<file path="src/rtl/intr_router_pkg.sv">
package intr_router_pkg;
  localparam int unsigned OFF_W = 8;
  localparam logic [OFF_W-1:0] OFF_NORM_PEND = 8'h00;
  localparam logic [OFF_W-1:0] OFF_ENABLE    = 8'h04;
  localparam logic [OFF_W-1:0] OFF_STEER     = 8'h08;
  localparam logic [OFF_W-1:0] OFF_RAW_PEND  = 8'h0C;
  localparam logic [OFF_W-1:0] OFF_FAST_PEND = 8'h10;
  localparam logic [OFF_W-1:0] OFF_CTRL      = 8'h14;

  typedef enum logic [2:0] {
    SEL_NONE,
    SEL_NORM_PEND,
    SEL_ENABLE,
    SEL_STEER,
    SEL_RAW_PEND,
    SEL_FAST_PEND,
    SEL_CTRL
  } reg_sel_e;
endpackage

</file>
<file path="src/rtl/intr_src_sampler.sv">
module intr_src_sampler #(
  parameter int unsigned NUM_SRC = 32
) (
  input  logic               clk_i,
  input  logic               rst_ni,
  input  logic [NUM_SRC-1:0] src_i,
  output logic [NUM_SRC-1:0] pend_o
);
  always_ff @(posedge clk_i or negedge rst_ni) begin
    if (!rst_ni) pend_o <= '0;
    else         pend_o <= src_i;
  end
endmodule

</file>
<file path="src/rtl/intr_line_reduce.sv">
module intr_line_reduce #(
  parameter int unsigned NUM_SRC = 32
) (
  input  logic [NUM_SRC-1:0] pend_i,
  input  logic [NUM_SRC-1:0] enable_i,
  input  logic [NUM_SRC-1:0] steer_i,
  output logic [NUM_SRC-1:0] norm_word_o,
  output logic [NUM_SRC-1:0] fast_word_o,
  output logic               norm_irq_o,
  output logic               fast_irq_o
);
  for (genvar g = 0; g < NUM_SRC; g++) begin : g_src
    logic live;
    assign live           = pend_i[g] & enable_i[g];
    assign fast_word_o[g] = live & steer_i[g];
    assign norm_word_o[g] = live & ~steer_i[g];
  end

  assign norm_irq_o = |norm_word_o;
  assign fast_irq_o = |fast_word_o;
endmodule

</file>
<file path="src/rtl/intr_regfile.sv">
module intr_regfile
  import intr_router_pkg::*;
#(
  parameter int unsigned NUM_SRC = 32,
  parameter int unsigned ADDR_W  = 8
) (
  input  logic               clk_i,
  input  logic               rst_ni,
  input  logic               req_i,
  input  logic               we_i,
  input  logic [ADDR_W-1:0]  addr_i,
  input  logic [NUM_SRC-1:0] wdata_i,
  input  logic [NUM_SRC-1:0] pend_i,
  input  logic [NUM_SRC-1:0] norm_word_i,
  input  logic [NUM_SRC-1:0] fast_word_i,
  output logic [NUM_SRC-1:0] enable_o,
  output logic [NUM_SRC-1:0] steer_o,
  output logic [NUM_SRC-1:0] rdata_o
);
  reg_sel_e sel;
  logic     idle_q;

  always_comb begin
    unique case (addr_i)
      ADDR_W'(OFF_NORM_PEND): sel = SEL_NORM_PEND;
      ADDR_W'(OFF_ENABLE):    sel = SEL_ENABLE;
      ADDR_W'(OFF_STEER):     sel = SEL_STEER;
      ADDR_W'(OFF_RAW_PEND):  sel = SEL_RAW_PEND;
      ADDR_W'(OFF_FAST_PEND): sel = SEL_FAST_PEND;
      ADDR_W'(OFF_CTRL):      sel = SEL_CTRL;
      default:                sel = SEL_NONE;
    endcase
  end

  logic wr;
  assign wr = req_i & we_i;

  always_ff @(posedge clk_i or negedge rst_ni) begin
    if (!rst_ni) begin
      enable_o <= '0;
      steer_o  <= '0;
      idle_q   <= 1'b0;
    end else if (wr) begin
      if (sel == SEL_ENABLE) enable_o <= wdata_i;
      if (sel == SEL_STEER)  steer_o  <= wdata_i;
      if (sel == SEL_CTRL)   idle_q   <= wdata_i[0];
    end
  end

  always_comb begin
    rdata_o = '0;
    if (req_i && !we_i) begin
      unique case (sel)
        SEL_NORM_PEND: rdata_o = norm_word_i;
        SEL_ENABLE:    rdata_o = enable_o;
        SEL_STEER:     rdata_o = steer_o;
        SEL_RAW_PEND:  rdata_o = pend_i;
        SEL_FAST_PEND: rdata_o = fast_word_i;
        SEL_CTRL:      rdata_o = {{(NUM_SRC-1){1'b0}}, idle_q};
        default:       rdata_o = '0;
      endcase
    end
  end
endmodule

</file>
<file path="src/rtl/intr_router.sv">
module intr_router #(
  parameter int unsigned NUM_SRC = 32,
  parameter int unsigned ADDR_W  = 8
) (
  input  logic               clk_i,
  input  logic               rst_ni,
  input  logic [NUM_SRC-1:0] src_i,
  input  logic               req_i,
  input  logic               we_i,
  input  logic [ADDR_W-1:0]  addr_i,
  input  logic [NUM_SRC-1:0] wdata_i,
  output logic [NUM_SRC-1:0] rdata_o,
  output logic               norm_irq_o,
  output logic               fast_irq_o
);
  logic [NUM_SRC-1:0] pend_q, mask_q, sel_q, norm_word, fast_word;

  intr_src_sampler #(.NUM_SRC(NUM_SRC)) u_sampler (
    .clk_i  (clk_i),
    .rst_ni (rst_ni),
    .src_i  (src_i),
    .pend_o (pend_q)
  );

  intr_line_reduce #(.NUM_SRC(NUM_SRC)) u_reduce (
    .pend_i      (pend_q),
    .enable_i    (mask_q),
    .steer_i     (sel_q),
    .norm_word_o (norm_word),
    .fast_word_o (fast_word),
    .norm_irq_o  (norm_irq_o),
    .fast_irq_o  (fast_irq_o)
  );

  intr_regfile #(.NUM_SRC(NUM_SRC), .ADDR_W(ADDR_W)) u_regs (
    .clk_i       (clk_i),
    .rst_ni      (rst_ni),
    .req_i       (req_i),
    .we_i        (we_i),
    .addr_i      (addr_i),
    .wdata_i     (wdata_i),
    .pend_i      (pend_q),
    .norm_word_i (norm_word),
    .fast_word_i (fast_word),
    .enable_o    (mask_q),
    .steer_o     (sel_q),
    .rdata_o     (rdata_o)
  );
endmodule

</file>
<file path="config.mk">
export PLATFORM = sky130hd
export DESIGN_NAME = intr_router
export DESIGN_NICKNAME = d
export VERILOG_FILES = /design/src/rtl/intr_router_pkg.sv /design/src/rtl/intr_src_sampler.sv /design/src/rtl/intr_line_reduce.sv /design/src/rtl/intr_regfile.sv /design/src/rtl/intr_router.sv
export SDC_FILE = /design/constraint.sdc
export NUM_CORES = 1
export LEC_CHECK = 0
export BUFFER_PORTS_ARGS = -buffer_cell sky130_fd_sc_hd__buf_2
export CORE_UTILIZATION = 35
export DETAILED_ROUTE_END_ITERATION = 10
export GPL_ROUTABILITY_DRIVEN = 0
export GPL_TIMING_DRIVEN = 0
export HOLD_SLACK_MARGIN = 0.15
export PLACE_DENSITY = 0.58
export SLEW_MARGIN = 20
export SYNTH_ARGS = -nofsm -noshare
export SYNTH_HDL_FRONTEND = slang
export SYNTH_SLANG_ARGS = --single-unit
export TNS_END_PERCENT = 1
</file>
<file path="constraint.sdc">
create_clock -name clk_i -period 3.52 [get_ports clk_i]
set_input_delay 0.704 -clock clk_i [delete_from_list [all_inputs] [get_ports clk_i]]
set_output_delay 0.704 -clock clk_i [all_outputs]
set_load 0.02 [all_outputs]
</file>
**Word level (Yosys, flattened, before mapping)**

Cells that the tools add are included.

- Memories: 0
- RAM bits: 0
- Logic and storage cells: 155
- Flip-flop bits (word level): 97
- ROM bits: 0
- Input port bits: 76
- Latch bits: 0
- Output and inout port bits: 34

- $mul: 0
- Divide/modulo/power cells: 0
- $add $sub $neg: 0
- $lt $le $gt $ge: 0
- Equal/unequal tests: 11
- Muxes and demuxes: 3
- Bitwise logic cells: 129
- Shift operators: 0
- Reduce and logical (&&, ||, !) cells: 8

Operators with widths:

| operator | number |
|---|---|
| 32-bit one-hot mux with 6 select lines | 1 |
| 1-bit AND | 97 |
| 32-bit OR reduction | 2 |
| 32-bit two-way mux | 1 |
| 1-bit NOT | 32 |
| 3-bit one-hot mux with 6 select lines | 1 |
| 8-bit by 4-bit == test with 1-bit output, second input constant | 2 |
| 8-bit by 5-bit == test with 1-bit output, second input constant | 2 |
| 3-bit == test, second input constant | 3 |
| 8-bit by 3-bit == test with 1-bit output, second input constant | 1 |
| 8-bit zero test | 1 |
| 3-bit by 2-bit == test with 1-bit output, second input constant | 2 |
| 2-bit AND reduction | 3 |
| 3-bit by 1-bit == test with 1-bit output, second input constant | 1 |
| 1-bit logical AND | 1 |
| 1-bit zero test | 1 |

**Logic depth before layout (Yosys ltp)**

- Word-level depth: 5
- Mapped depth: 7
- Depth with buffers taken out: 4

**Hierarchy**

From an unflattened synthesis, not the netlist that was laid out.

- Cell total of the unflattened synthesis: 523
- Area, all modules: 5621.6 µm²

Modules (own cells, without submodules):

| module | times used | sequential area each (µm²) | area an instance (µm²) | cells each |
|---|---|---|---|---|
| intr_regfile | 1 | 1626.6 | 4073.9 | 371 |
| intr_src_sampler | 1 | 800.8 | 800.8 | 32 |
| intr_line_reduce | 1 | 0.0 | 747.0 | 120 |

**Worst setup path after synthesis**

Ideal clock, no wire load.

- Path kind: input to output
- From: in addr_i[5]
- To: out rdata_o[17]
- Path slack: 0.447 ns
- Data required time: 2.816 ns
- Buffers on the path: 1
- Arrival: 2.369 ns
- Cell stages on the path: 5
- Cell sequence: or4_4 -> nor4_4 -> clkbuf_1 -> a22oi_1 -> a21oi_1

- Word-level cells in the longest chain between the ends: 5
- Elaborated cells on any way between the ends: 15
- Those cells by class: 11 x eq/ne; 3 x mux; 1 x reduce/logical

Ends and longest elaborated chain:

| element | RTL line | text |
|---|---|---|
| start: declaration | intr_router.sv:10 | `input logic [ADDR_W-1:0] addr_i,` |
| 8-bit by 5-bit == test with 1-bit output, or another cell as far along | intr_regfile.sv:24 | `unique case (addr_i)` |
| 3-bit one-hot mux with 6 select lines (*) | intr_regfile.sv:24 |  |
| 3-bit == test, or another cell as far along | intr_regfile.sv:53 | `unique case (sel)` |
| 32-bit one-hot mux with 6 select lines (*) | intr_regfile.sv:53 |  |
| 32-bit two-way mux (*) | intr_regfile.sv:52 | `if (req_i && !we_i) begin` |
| end: declaration | intr_router.sv:12 | `output logic [NUM_SRC-1:0] rdata_o,` |

Mark *: on every way between the ends. The rest lies on a longest branch, timed or not.

**Worst setup path in the final report**

- From: in addr_i[5]
- To: out rdata_o[18]

The elaborated chain is that of the path after synthesis.

==> key figures <==
Yosys
  – Synthesized instance count: between 500 and 600
  – Sequential-to-total area share from yosys stat: 46.6%
  – YS warnings: 0
  – Flops & latches, synth: 97
  – Mapped cell area: around 5200 sq um
  – Yosys cell types: 39
  – Average size of a mapped cell: 9.71 sq um
  – Syn nets: 613

Global routing
  – Total track usage: a little under a quarter
  – Initial antenna violation count: 0
  – Vias in the first global route: between 4,000 and 5,000
  – Global route total overflow: 0
  – First-pass GRT wire length: about 26 mm
  – Largest net degree at the start of global routing: 59

Route
  – Via count: 4,975
  – DR WL/cell: 20.6 um
  – Routed Wire Length: 17.5 mm
  – DRC violations left: 0
  – Post-route antenna net violation count: 0
  – Number of DRC markers in iteration 0: 502
  – Detailed-route vias per instance: 5.86
  – First-pass DRT Iterations: 6

Worst setup path
  – Crit path kind: in -> out
  – Critical Path AT: 2.77 ns
  – CP max stage cell: nor3_2
  – Crit-path cells: buf_2 > or3_1 > nor3_2 > clkbuf_2 > nand3_1 > a31oi_1 > buf_2
  – Startpoint types: primary input
  – CP peak stage delay: 0.50 ns
  – Worst Path Max Fanout: 10
  – Worst EP required: between 2 and 3 ns
  – CP most frequent cell: buf_2
  – Critical Path Sink Type: primary output

Timing
  – Minimum clock period: 3.48 ns
  – Hold Vio Cnt, Final: 0
  – Post-route setup TNS: 0 ns
  – Max Slew Vio Count: 0
  – Setup violators final: 0
  – Hold_ws: 0.241 ns
  – Highest clock rate: 288 MHz
  – Slew headroom: about two fifths
  – Worst Clk Skew: 0 ns
  – Fin crit share: approximately 100%
  – RSZ-0062 raised after global routing: yes
  – Worst-margin pin slew: 0.893 ns

Floorplanning
  – IO Pins: 110
  – Die ar.: 15,400 sq um
  – Die Span X: 124 um
  – Rows: 44
  – Die Span Y: 124 um
  – Starting Density: 35.9%
  – CORE AREA: 14,500 sq um

Clock network
  – Maximum buffer depth of the clock tree: 2
  – TritonCTS Buffers: 9
  – CTS tree: built
  – Hold-fix buffers, CTS: 0
  – Htree depth: 3
  – Clock Tree Root: clkbuf_16
  – Worst-path clk slew: 0.07 ns
  – Clock sinks: 97
  – Latest clock arrival within the worst-skew pair: ~0.36 ns

Pwr
  – Power consumption: about 2.3 mW
  – Leakage power: 2.85 nW
  – Peak supply drop: 251 uV
  – Power Density: approximately 370 nW/um^2

Status
  – Status: complete, no violations

Finish
  – Final net count: 736
  – # diodes: 0
  – Share of layout cells above drive strength 1: 27.7%
  – Area growth syn-to-layout: 21.5%

Min path
  – HP Class: in -> async

Run
  – Max-cap viol count: 0

Place
  – Port Buffers: 109
  – Dpl hpwl: 12.9 mm
-- synthesized netlist by cell type --
cell type	count	area, sq um
nand2b_1	20	125
clkbuf_2	1	5.00
nor4_1	7	43.8
or4_4	1	11.3
nor3_1	5	25.0
or3_1	1	6.26
nor4_4	1	21.3
nand3_1	51	255
nor2_1	20	75.1
buf_1	1	3.75
o22ai_1	13	81.3
or2_2	2	12.5
clkbuf_1	20	75.1
nand4b_1	2	17.5
or4_1	1	7.51
nor3_2	1	10.0
nand3b_1	12	90.1
dfrtp_1	97	2430
buf_4	3	22.5
nor2b_1	2	12.5
nand4_1	9	56.3
o31ai_1	1	7.51
or2_1	1	6.26
a22oi_1	17	128
nand2_1	60	225
nand3_2	1	10.0
inv_1	11	41.3
o211ai_1	10	75.1
and3_1	3	18.8
buf_2	5	25.0
o2111ai_1	4	35.0
mux2_2	34	383
a31oi_1	7	43.8
a21oi_1	35	175
o211a_1	2	20.0
a32oi_1	7	61.3
o21ai_0	31	155
mux2i_1	7	70.1
mux2_1	31	349
-- cell type report --
class | instances | area [sq um]
inverter | 11 | 41.3
timing repair buffer | 112 | 594
clock inverter | 5 | 38.8
clock buffer | 11 | 233
fill | 1448 | 8200
tap | 184 | 230
multi-input combinational | 399 | 2630
buffer | 30 | 140
sequential | 97 | 2430
-- placed cells by master, fill, tap and decap left out, types with 3 or more instances in the layout --
| cell type | synthesis | layout |
|---|---|---|
| buf_2 | 5 | 113 |
| dfrtp_1 | 97 | 97 |
| nand2_1 | 60 | 59 |
| nand3_1 | 51 | 51 |
| a21oi_1 | 35 | 35 |
| mux2_2 | 34 | 34 |
| o21ai_0 | 31 | 31 |
| mux2_1 | 31 | 31 |
| nor2_1 | 20 | 20 |
| nand2b_1 | 20 | 20 |
| a22oi_1 | 17 | 17 |
| clkbuf_1 | 20 | 15 |
| o22ai_1 | 13 | 13 |
| nand3b_1 | 12 | 12 |
| inv_1 | 11 | 11 |
| o211ai_1 | 10 | 10 |
| nand4_1 | 9 | 9 |
| clkbuf_16 | 0 | 9 |
| clkbuf_2 | 1 | 8 |
| a31oi_1 | 7 | 7 |
| a32oi_1 | 7 | 7 |
| mux2i_1 | 7 | 7 |
| nor4_1 | 7 | 7 |
| buf_4 | 3 | 5 |
| nor3_1 | 5 | 4 |
| o2111ai_1 | 4 | 4 |
| and3_1 | 3 | 3 |
-- layer usage --
| layer | track usage, % | share of wire, % | vias to the layer above |
|---|---|---|---|
| li1 | - | - | 2228 |
| met1 | 31.9 | 42 | 2436 |
| met2 | 36.4 | 46 | 277 |
| met3 | 4.76 | 9.2 | 34 |
| met4 | 9.30 | 2.3 | 0 |
| met5 | 0 | 0 | - |
-- logic make-up (layout without fill, tap and decap cells) --
logic type             count (synthesis)  count (layout)  share of synthesized area (%)
and+or+nand+nor                      200             200                           19.8
AOI/OAI and AO/OA                    127             127                           15.0
DFF                                   97              97                           46.6
muxes                                 72              72                           15.4
buffers and inverters                 41             169                           3.31
-- through the flow --
stage | instances | setup slack (ns) | util (%) | instance area (sq um)
2_1_floorplan | 537 | 0.447 | - | 5210
3_3_place_gp | 830 | -0.461 | 41.2 | 5990
3_5_place_dp | 831 | -0.510 | 41.4 | 6020
4_1_cts | 849 | 0.0596 | 43.6 | 6330
5_1_grt | 849 | -0.0620 | 43.6 | 6330
6_report | 849 | 0.0424 | 43.6 | 6330
-- worst max-delay path, delay by kind of cell --
| family | cells | cell delay [ns] |
|---|---|---|
| buffers and inverters | 3 | 0.74 |
| and+or+nand+nor | 3 | 1.07 |
| AOI/OAI and AO/OA | 1 | 0.24 |
-- registers in the layout (all words and copies together), names as in the netlist --
name and flops:
u_regs.steer_o 32, u_regs.enable_o 32, u_regs.idle_q 1, u_sampler.pend_o 32
-- path summary, 6_finish.rpt --
| kind | from | to | slack (ns) | cells after the start |
|---|---|---|---|---|
| worst max register to register | u_regs.steer_o[1] | u_regs.steer_o[1] | 2.64 | 1 |
| worst min-delay path | rst_ni | u_regs.steer_o[4] | 0.24 | 1 |
| max in group asynchronous | rst_ni | u_regs.enable_o[27] | 2.66 | 2 |
| worst min register to register | u_regs.idle_q | u_regs.idle_q | 0.52 | 1 |
| worst max-delay path | addr_i[5] | rdata_o[18] | 0.04 | 7 |
| min in group clk_i | src_i[20] | u_sampler.pend_o[20] | 0.44 | 1 |
-- what timing repair did --
| item | in CTS | in global routing |
|---|---|---|
| resized for setup | 8 | 4 |
| setup buffers | 2 | 0 |
| endpoints found under the setup margin | 29 | 21 |
| pin swaps | 1 | 0 |
-- where the power goes --
part,internal (mW),switching (mW)
Clock,0.485,0.454
Sequential,1.15,0.0482
Combinational,0.0827,0.123
Total,1.72,0.625
Power figures use the tool's default switching activity.
